$ cat src/rtl/rcs_pkg.sv
// Package for the reset configuration sequencer.
// It holds the one-hot state type that the FSM and the top module share.
package rcs_pkg;

    // One-hot sequencer states
    typedef enum logic [4:0] {
        ST_IDLE   = 5'b00001,
        ST_ASSERT = 5'b00010,
        ST_PRE    = 5'b00100,
        ST_HOLD   = 5'b01000,
        ST_DONE   = 5'b10000
    } seq_state_t;

endpackage

$ cat src/rtl/rcs_timer.sv
// Down-counter for the length of each timed state.
// A load sets the count to (length - 1). The counter then counts down to
// zero and stays there. Assumes the loaded value fits in CW bits.
module rcs_timer #(
    parameter int CW = 8
) (
    input  logic          clk,
    input  logic          rst_n,
    input  logic          load_i,
    input  logic [CW-1:0] load_val_i,
    output logic          zero_o
);
    logic [CW-1:0] cnt_q;

    // Load the count, or count down toward zero
    always_ff @(posedge clk) begin
        if (!rst_n)
            cnt_q <= '0;
        else if (load_i)
            cnt_q <= load_val_i;
        else if (cnt_q != '0)
            cnt_q <= cnt_q - 1'b1;
    end

    assign zero_o = (cnt_q == '0);
endmodule

$ cat src/rtl/rcs_cfg_latch.sv
// Capture registers for the ratio value and the extra configuration value.
// They load whenever cap_i is high and hold otherwise, so the pin values
// cannot change partway through a sequence.
module rcs_cfg_latch #(
    parameter int RW = 5,
    parameter int XW = 8
) (
    input  logic          clk,
    input  logic          rst_n,
    input  logic          cap_i,
    input  logic [RW-1:0] ratio_i,
    input  logic [XW-1:0] xcfg_i,
    output logic [RW-1:0] ratio_q_o,
    output logic [XW-1:0] xcfg_q_o
);
    // Load both values together on a capture
    always_ff @(posedge clk) begin
        if (!rst_n) begin
            ratio_q_o <= '0;
            xcfg_q_o  <= '0;
        end else if (cap_i) begin
            ratio_q_o <= ratio_i;
            xcfg_q_o  <= xcfg_i;
        end
    end
endmodule

$ cat src/rtl/rcs_fsm.sv
// One-hot state machine of the sequencer.
// Power-good low sends every state to IDLE. IDLE goes to ASSERT when
// power-good is high. DONE goes to ASSERT on a warm request. ASSERT, PRE
// and HOLD each last the time their timer load gives them.
// Assumes ASSERT_CLKS, PRE_CLKS and HOLD_CLKS are all at least 1.
module rcs_fsm
    import rcs_pkg::*;
#(
    parameter int CW          = 8,
    parameter int ASSERT_CLKS = 36,
    parameter int PRE_CLKS    = 4,
    parameter int HOLD_CLKS   = 2
) (
    input  logic          clk,
    input  logic          rst_n,
    input  logic          pwr_good_i,
    input  logic          warm_req_i,
    input  logic          tmr_zero_i,
    output logic          tmr_load_o,
    output logic [CW-1:0] tmr_val_o,
    output logic          cap_o,
    output seq_state_t    state_o
);
    localparam logic [CW-1:0] LdAssert = CW'(ASSERT_CLKS - 1);
    localparam logic [CW-1:0] LdPre    = CW'(PRE_CLKS - 1);
    localparam logic [CW-1:0] LdHold   = CW'(HOLD_CLKS - 1);

    seq_state_t state_q, state_d;

    // Next state and timer load
    always_comb begin
        state_d    = state_q;
        tmr_load_o = 1'b0;
        tmr_val_o  = '0;
        if (!pwr_good_i) begin
            state_d = ST_IDLE;
        end else begin
            unique case (state_q)
                ST_IDLE: begin
                    state_d    = ST_ASSERT;
                    tmr_load_o = 1'b1;
                    tmr_val_o  = LdAssert;
                end
                ST_ASSERT: if (tmr_zero_i) begin
                    state_d    = ST_PRE;
                    tmr_load_o = 1'b1;
                    tmr_val_o  = LdPre;
                end
                ST_PRE: if (tmr_zero_i) begin
                    state_d    = ST_HOLD;
                    tmr_load_o = 1'b1;
                    tmr_val_o  = LdHold;
                end
                ST_HOLD: if (tmr_zero_i) begin
                    state_d = ST_DONE;
                end
                ST_DONE: if (warm_req_i) begin
                    state_d    = ST_ASSERT;
                    tmr_load_o = 1'b1;
                    tmr_val_o  = LdAssert;
                end
                default: state_d = ST_IDLE;
            endcase
        end
    end

    // Capture pins while waiting, and on an accepted warm request
    assign cap_o = (state_q == ST_IDLE) || ((state_q == ST_DONE) && warm_req_i);

    // State register
    always_ff @(posedge clk) begin
        if (!rst_n)
            state_q <= ST_IDLE;
        else
            state_q <= state_d;
    end

    assign state_o = state_q;
endmodule

$ cat src/rtl/reset_cfg_seq.sv
// Top of the processor reset and strap configuration sequencer.
// It drives the active-low processor reset and the two strap pin groups
// with their enables. The outputs are decoded from the registered one-hot
// state. Assumes CLK_KHZ > PRE_CLKS, PRE_CLKS >= 4 and HOLD_CLKS in 2..3.
module reset_cfg_seq
    import rcs_pkg::*;
#(
    parameter int CLK_KHZ   = 200_000,
    parameter int PRE_CLKS  = 4,
    parameter int HOLD_CLKS = 2,
    parameter int XW        = 8
) (
    input  logic          clk,
    input  logic          rst_n,
    input  logic          pwr_good_i,
    input  logic          warm_req_i,
    input  logic [4:0]    ratio_i,
    input  logic [XW-1:0] xcfg_i,
    output logic          cpu_rst_n_o,
    output logic [4:0]    ratio_o,
    output logic          ratio_oe_o,
    output logic [XW-1:0] xcfg_o,
    output logic          xcfg_oe_o,
    output logic          done_o
);
    localparam int RW          = 5;
    localparam int RST_CYCLES  = CLK_KHZ;
    localparam int ASSERT_CLKS = RST_CYCLES - PRE_CLKS;
    localparam int CW          = $clog2(RST_CYCLES + 1);

    logic          tmr_load, tmr_zero, cap;
    logic [CW-1:0] tmr_val;
    seq_state_t    state;
    logic [RW-1:0] ratio_q;
    logic [XW-1:0] xcfg_q;

    rcs_fsm #(
        .CW(CW), .ASSERT_CLKS(ASSERT_CLKS),
        .PRE_CLKS(PRE_CLKS), .HOLD_CLKS(HOLD_CLKS)
    ) u_fsm (
        .clk(clk), .rst_n(rst_n), .pwr_good_i(pwr_good_i),
        .warm_req_i(warm_req_i), .tmr_zero_i(tmr_zero),
        .tmr_load_o(tmr_load), .tmr_val_o(tmr_val),
        .cap_o(cap), .state_o(state)
    );

    rcs_timer #(.CW(CW)) u_timer (
        .clk(clk), .rst_n(rst_n), .load_i(tmr_load),
        .load_val_i(tmr_val), .zero_o(tmr_zero)
    );

    rcs_cfg_latch #(.RW(RW), .XW(XW)) u_latch (
        .clk(clk), .rst_n(rst_n), .cap_i(cap),
        .ratio_i(ratio_i), .xcfg_i(xcfg_i),
        .ratio_q_o(ratio_q), .xcfg_q_o(xcfg_q)
    );

    // Decode the pin controls from the one-hot state
    always_comb begin
        cpu_rst_n_o = (state == ST_HOLD) || (state == ST_DONE);
        ratio_oe_o  = (state != ST_DONE);
        xcfg_oe_o   = (state == ST_PRE) || (state == ST_HOLD);
        done_o      = (state == ST_DONE);
    end

    assign ratio_o = ratio_q;
    assign xcfg_o  = xcfg_q;
endmodule

$ cat config.mk
export PLATFORM = sky130hd
export DESIGN_NAME = reset_cfg_seq
export DESIGN_NICKNAME = d
export VERILOG_FILES = /design/src/rtl/rcs_pkg.sv /design/src/rtl/rcs_timer.sv /design/src/rtl/rcs_cfg_latch.sv /design/src/rtl/rcs_fsm.sv /design/src/rtl/reset_cfg_seq.sv
export SDC_FILE = /design/constraint.sdc
export NUM_CORES = 1
export LEC_CHECK = 0
export ABC_CLOCK_PERIOD_IN_PS = 2900
export CORE_MARGIN = 2
export CORE_UTILIZATION = 50
export CTS_CLUSTER_DIAMETER = 120
export DETAILED_ROUTE_END_ITERATION = 12
export DONT_BUFFER_PORTS = 1
export GPL_ROUTABILITY_DRIVEN = 1
export PLACE_DENSITY = 0.74
export SLEW_MARGIN = 0
export SYNTH_ARGS = -nofsm -noshare
export SYNTH_HDL_FRONTEND = slang
export SYNTH_SLANG_ARGS = --single-unit
$ cat constraint.sdc
create_clock -name clk -period 2.9 [get_ports clk]
set_clock_uncertainty 0.15 [all_clocks]
set_input_delay 0.29 -clock clk [delete_from_list [all_inputs] [get_ports clk]]
set_output_delay 0.29 -clock clk [all_outputs]
set_load 0.01 [all_outputs]
== Word level (Yosys, flattened, before mapping) ==
Index checks and enable logic that the tools add are counted.

* Bits in registers: 36
* Bits of input ports: 17
* Output and inout port bits: 17
* Word-level logic and storage cells: 41

* Add/sub/neg operators: 1
* Equal/unequal tests: 10
* Multiplexer cells: 16
* Reduce and logical (&&, ||, !) cells: 10

{| class="wikitable"
|+ Operator list
! operator !! count
|-
| $mux 18 || 4
|-
| $pmux 18 s4 || 1
|-
| $pmux 5 s5 || 1
|-
| $mux 5 || 4
|-
| $logic_not 18->1 || 1
|-
| $reduce_bool 18->1 || 1
|-
| $sub 18x1->18 const B || 1
|-
| $ne 2x2->1 const B || 4
|-
| $eq 5x1->1 const B || 1
|-
| $eq 5x2->1 const B || 1
|-
| $eq 5x3->1 const B || 1
|-
| $eq 5x4->1 const B || 1
|-
| $eq 5x5->1 const B || 1
|-
| $ne 5x5->1 const B || 1
|-
| $mux 1 || 4
|-
| $reduce_and 4->1 || 1
|-
| $logic_or 1x1->1 || 3
|-
| $pmux 1 s3 || 1
|-
| $mux 2 || 1
|-
| $reduce_and 2->1 || 1
|-
| $reduce_bool 2->1 || 1
|-
| $reduce_or 2->1 || 1
|-
| $logic_and 1x1->1 || 1
|}

== Longest topological paths before layout ==
* Word-level depth: 5
* Gate-level depth with buffers: 9
* Gate-level depth less buffers: 7

== Hierarchy ==
Synthesis repeated with hierarchy kept, for this count alone.

* Cell total of the unflattened synthesis: 246
* Area, all modules: 2079.5 µm²

{| class="wikitable"
|+ By module, submodules not included
! module !! times used !! cells an instance !! area each (µm²) !! sequential area each (µm²)
|-
| rcs_timer || 1 || 122 || 970.9 || 360.3
|-
| rcs_fsm || 1 || 74 || 538.0 || 100.1
|-
| rcs_cfg_latch || 1 || 42 || 506.7 || 260.2
|-
| reset_cfg_seq || 1 || 8 || 63.8 || 0.0
|}

== Worst setup path after synthesis ==
No wires, ideal clock.

* Path type: reg-to-reg
* From: register u_timer.cnt_q[0]
* To: register u_timer.cnt_q[9]
* Library setup time: 0.071 ns
* Arrival: 1.842 ns
* Data required time: 2.679 ns
* Slack: 0.837 ns
* Cell stages (with the launch flop): 9
* Buffers on the path: 1
* Period minus slack after synthesis: 2.063 ns
* Cell sequence: dfxtp_1 > inv_1 > ha_1 > nor3b_2 > and4b_1 > buf_4 > and2_4 > or4_1 > a21oi_1

* Cells in the longest elaborated chain, start to end: 5
* Elaborated cells on any way between the ends: 9
* Those cells by class: 1 x add/sub; 5 x mux; 3 x reduce/logical

{| class="wikitable"
|+ Ends and longest elaborated chain
! item !! RTL line !! RTL
|-
| start: declaration || rcs_timer.sv:13 || <nowiki>logic [CW-1:0] cnt_q;</nowiki>
|-
| start signal: assignment || rcs_timer.sv:20 || <nowiki>cnt_q <= load_val_i;</nowiki>
|-
| start signal: assignment || rcs_timer.sv:22 || <nowiki>cnt_q <= cnt_q - 1'b1;</nowiki>
|-
| parallel branches: the longest is 5 deep, another holds $sub 18x1->18 || n/a ||
|}

Parallel ways; which one is timed is not known. The select of a mux whose other input is x is not followed.
A chain may end at the register's enable or synchronous reset.

== Worst setup path after layout ==
* From: register u_timer.cnt_q[0]
* To: register u_timer.cnt_q[1]

* Cells in the longest elaborated chain, start to end: 5
* Elaborated cells on any way between the ends: 12
* Those cells by class: 1 x add/sub; 8 x mux; 3 x reduce/logical

{| class="wikitable"
|+ Ends and longest elaborated chain
! item
|-
| parallel branches: the longest is 5 deep, another holds $sub 18x1->18
|}

Parallel ways; which one is timed is not known. The select of a mux whose other input is x is not followed.

==> flow_summary_export.csv <==
group,metric,value,unit
status,status,"finished clean",
grt,antenna_found_initial,0,
timing,clock.fmax,0.427,GHz
worst_setup_path,critPathSlowestCell,"nor3b_2",
clock_network,clockBufferDepth,2,
worst_setup_path,cp_cell_sequence,"inv_1 > ha_1 > nor3b_2 > and4b_1 > nand2_1 > a21oi_1 > a311oi_2",
route,drcViolationCount,0,
worst_setup_path,start_kind,"flip-flop",
route,avgViaCountPerCell,5.75,
logic_synthesis,syn_nets,222,
timing,fin_crit_sh,0.807,
worst_setup_path,critPathRequiredTime,2.98,ns
grt,grt_overflow,0,
floorplan,pin_count,34,
logic_synthesis,ys_seq_area_frac,0.406,
floorplan,rows,21,
grt,grt_pass1_wl,6.59,mm
hold_path,min_path_type,"in2reg",
grt,grt_usage,0.206,
clock_network,root_buffer,"clkbuf_4",
worst_setup_path,critPathCaptureType,"flip-flop",
worst_setup_path,rrSetupSlack,0.56,ns
timing,worstMarginPinSlew,0.702,ns
floorplan,initial_core_util,0.527,
route,final_antenna_net_count,0,
timing,hold_viol_final,0,
logic_synthesis,ys_types,43,
clock_network,cts_num_sinks,36,
clock_network,clk_pin_slew,0.12,ns
worst_setup_path,criticalPathCategory,"reg2reg",
logic_synthesis,yosysMostFrequentCell,"dfxtp_1",
logic_synthesis,netlist_instances,204,
timing,setup_viol,0,
finish,syn_to_final_growth,14.5,%
logic_synthesis,async_reset_ff_frac,0,
logic_synthesis,synth_area_leader_cell,"dfxtp_1",
floorplan,core_area,0.00336,mm2
floorplan,die_w,63.5,um
power_and_ir_drop,finalPower,1190,uW
route,via_count,1525,
power_and_ir_drop,p_per_area,585,mW/mm2
worst_setup_path,worst-path-buf-inv,1,
timing,slew_headroom,0.531,
clock_network,cts_buffers,5,
floorplan,die-area,0.00404,mm2
flow_run,drv_cap,0,
clock_network,htree_levels,2,
placed_design,globalplace.congestion,0.925,
logic_synthesis,syn_area_per_cell,8.69,um2
logic_synthesis,synth_top_area_frac,0.406,
power_and_ir_drop,leakage,0.000777,uW
logic_synthesis,synth-edff-count,0,
logic_synthesis,synth_ff_type,"dfxtp_1",
worst_setup_path,critPathMaxFanout,14,
clock_network,post_cts_resized,0,
logic_synthesis,ys_top_cells_by_count,"dfxtp_1 (36), nor2_1 (25), a21oi_1 (22)",
route,drt_iter0_markers,38,
clock_network,cts_tree,"yes",
grt,grt_pass1_vias,1530,
route,wl_per_cell,14.7,um
route,routed_wl,3.90,mm
worst_setup_path,critical-path-max-stage-delay,0.39,ns
logic_synthesis,syn-cell-area,0.00177,mm2
power_and_ir_drop,vdd.ir_drop.worst,0.391,mV
timing,finalCriticalPeriod,2.34,ns
clock_network,clkLatencyLatePin,0.36,ns
timing,maxSlewViolCount,0,
timing,rsz0062_at_grt,"no",
route,first_pass_iters,4,
logic_synthesis,ys_warn_count,0,
finish,layout-drive-gt1-share,0.0776,
worst_setup_path,crit_family,"simple AND/OR/NAND/NOR gates",
logic_synthesis,ys_seq_elements,36,
finish,diodes,0,
grt,grt_max_degree,24,
finish,fin_nets,236,
placed_design,io_buffers,0,
logic_synthesis,synthTopCellsByArea,"dfxtp_1 (41%), mux2i_1 (7.3%), a21oi_1 (6.2%)",
placed_design,dpl.hpwl,2.59,mm
timing,timing.setup.tns,0,ns
floorplan,die_h,63.5,um
worst_setup_path,cp.arrival,2.42,ns
-- placed cells by master, fill, tap and decap left out, types with 2 or more instances in the layout --
cell / n
xor2_1: 3
nand2b_1: 3
dfxtp_1: 36
nor2b_1: 3
clkbuf_4: 5
nor3_1: 5
o21ai_0: 9
dlygate4sd3_1: 16
a211oi_1: 2
o41ai_1: 2
nand3b_1: 4
xnor2_1: 5
nand3_1: 10
inv_1: 8
o21a_1: 3
buf_4: 2
and3b_1: 2
and4b_1: 2
nand4b_1: 2
or3_1: 2
nor2_1: 25
nor4_1: 6
a21oi_1: 22
mux2i_1: 13
nand2_1: 10
-- power breakdown --
part           internal (uW)  switching (uW)
Clock                    184             183
Combinational            110             120
Sequential               539            53.5
-- kinds of logic after synthesis --
logic type,after synthesis,share of synthesized area
fa+ha+maj,1,0.00706
simple gates,82,0.267
flops,36,0.406
xor+xnor,8,0.0395
buf+inv,19,0.0501
compound gates,45,0.156
mux,13,0.0734
-- through the flow --
step	instance area (um2)	cells	hold slack (ns)	util	worst slack, ns
floorplan	1770	204	0.212	-	0.837
global placement	1790	241	0.222	0.531	0.740
detailed placement	1790	241	0.227	0.531	0.581
CTS	2030	265	0.0284	0.604	0.560
global route	2030	265	0.0839	0.604	0.374
finish	2030	265	0.0506	0.604	0.561
-- tightest hold or removal path, cell delays in order --
cell and delay, ns:
nor3_1 0.02, a21oi_1 0.14, nor4_1 0.07
-- final cells by class --
cell class / instances / area (um2)
tap: 46 / 57.6
multi-input combinational: 149 / 963
clock buffer: 5 / 37.5
fill: 309 / 1330
sequential: 36 / 721
inverter: 8 / 30.0
timing repair buffer: 18 / 175
clock inverter: 3 / 46.3
-- path summary, 6_finish.rpt --
check | start | end | cells after the start
worst max-delay path | u_timer.cnt_q[0]$_SDFFE_PN0P_ | u_timer.cnt_q[1]$_SDFFE_PN0P_ | 7
worst min-delay path | warm_req_i | u_fsm.state_o[4]$_SDFFE_PN0P_ | 3
worst max register to register | u_timer.cnt_q[0]$_SDFFE_PN0P_ | u_timer.cnt_q[1]$_SDFFE_PN0P_ | 7
worst min register to register | u_timer.cnt_q[9]$_SDFFE_PN0P_ | u_timer.cnt_q[9]$_SDFFE_PN0P_ | 2
-- registers in the layout, indices dropped and copies added (netlist names) --
signal / flops
u_latch.xcfg_q_o: 8
u_fsm.state_o: 5
u_timer.cnt_q: 18
u_latch.ratio_q_o: 5
-- layer usage --
metal	global-route usage	wire length (um)	part of all wire	vias to the layer above
met5	0	0	0	-
met4	0.0897	63	0.016	0
met3	0.0589	247	0.063	9
met2	0.342	1940	0.50	61
met1	0.247	1650	0.42	699
li1	-	-	-	756
-- what timing repair did --
| item | CTS | global route |
|---|---|---|
| hold buffers | 16 | 0 |
| setup buffers | 0 | 0 |
| endpoints found under the hold margin | 20 | 0 |
Note: power is estimated with default switching activity, not from simulation.
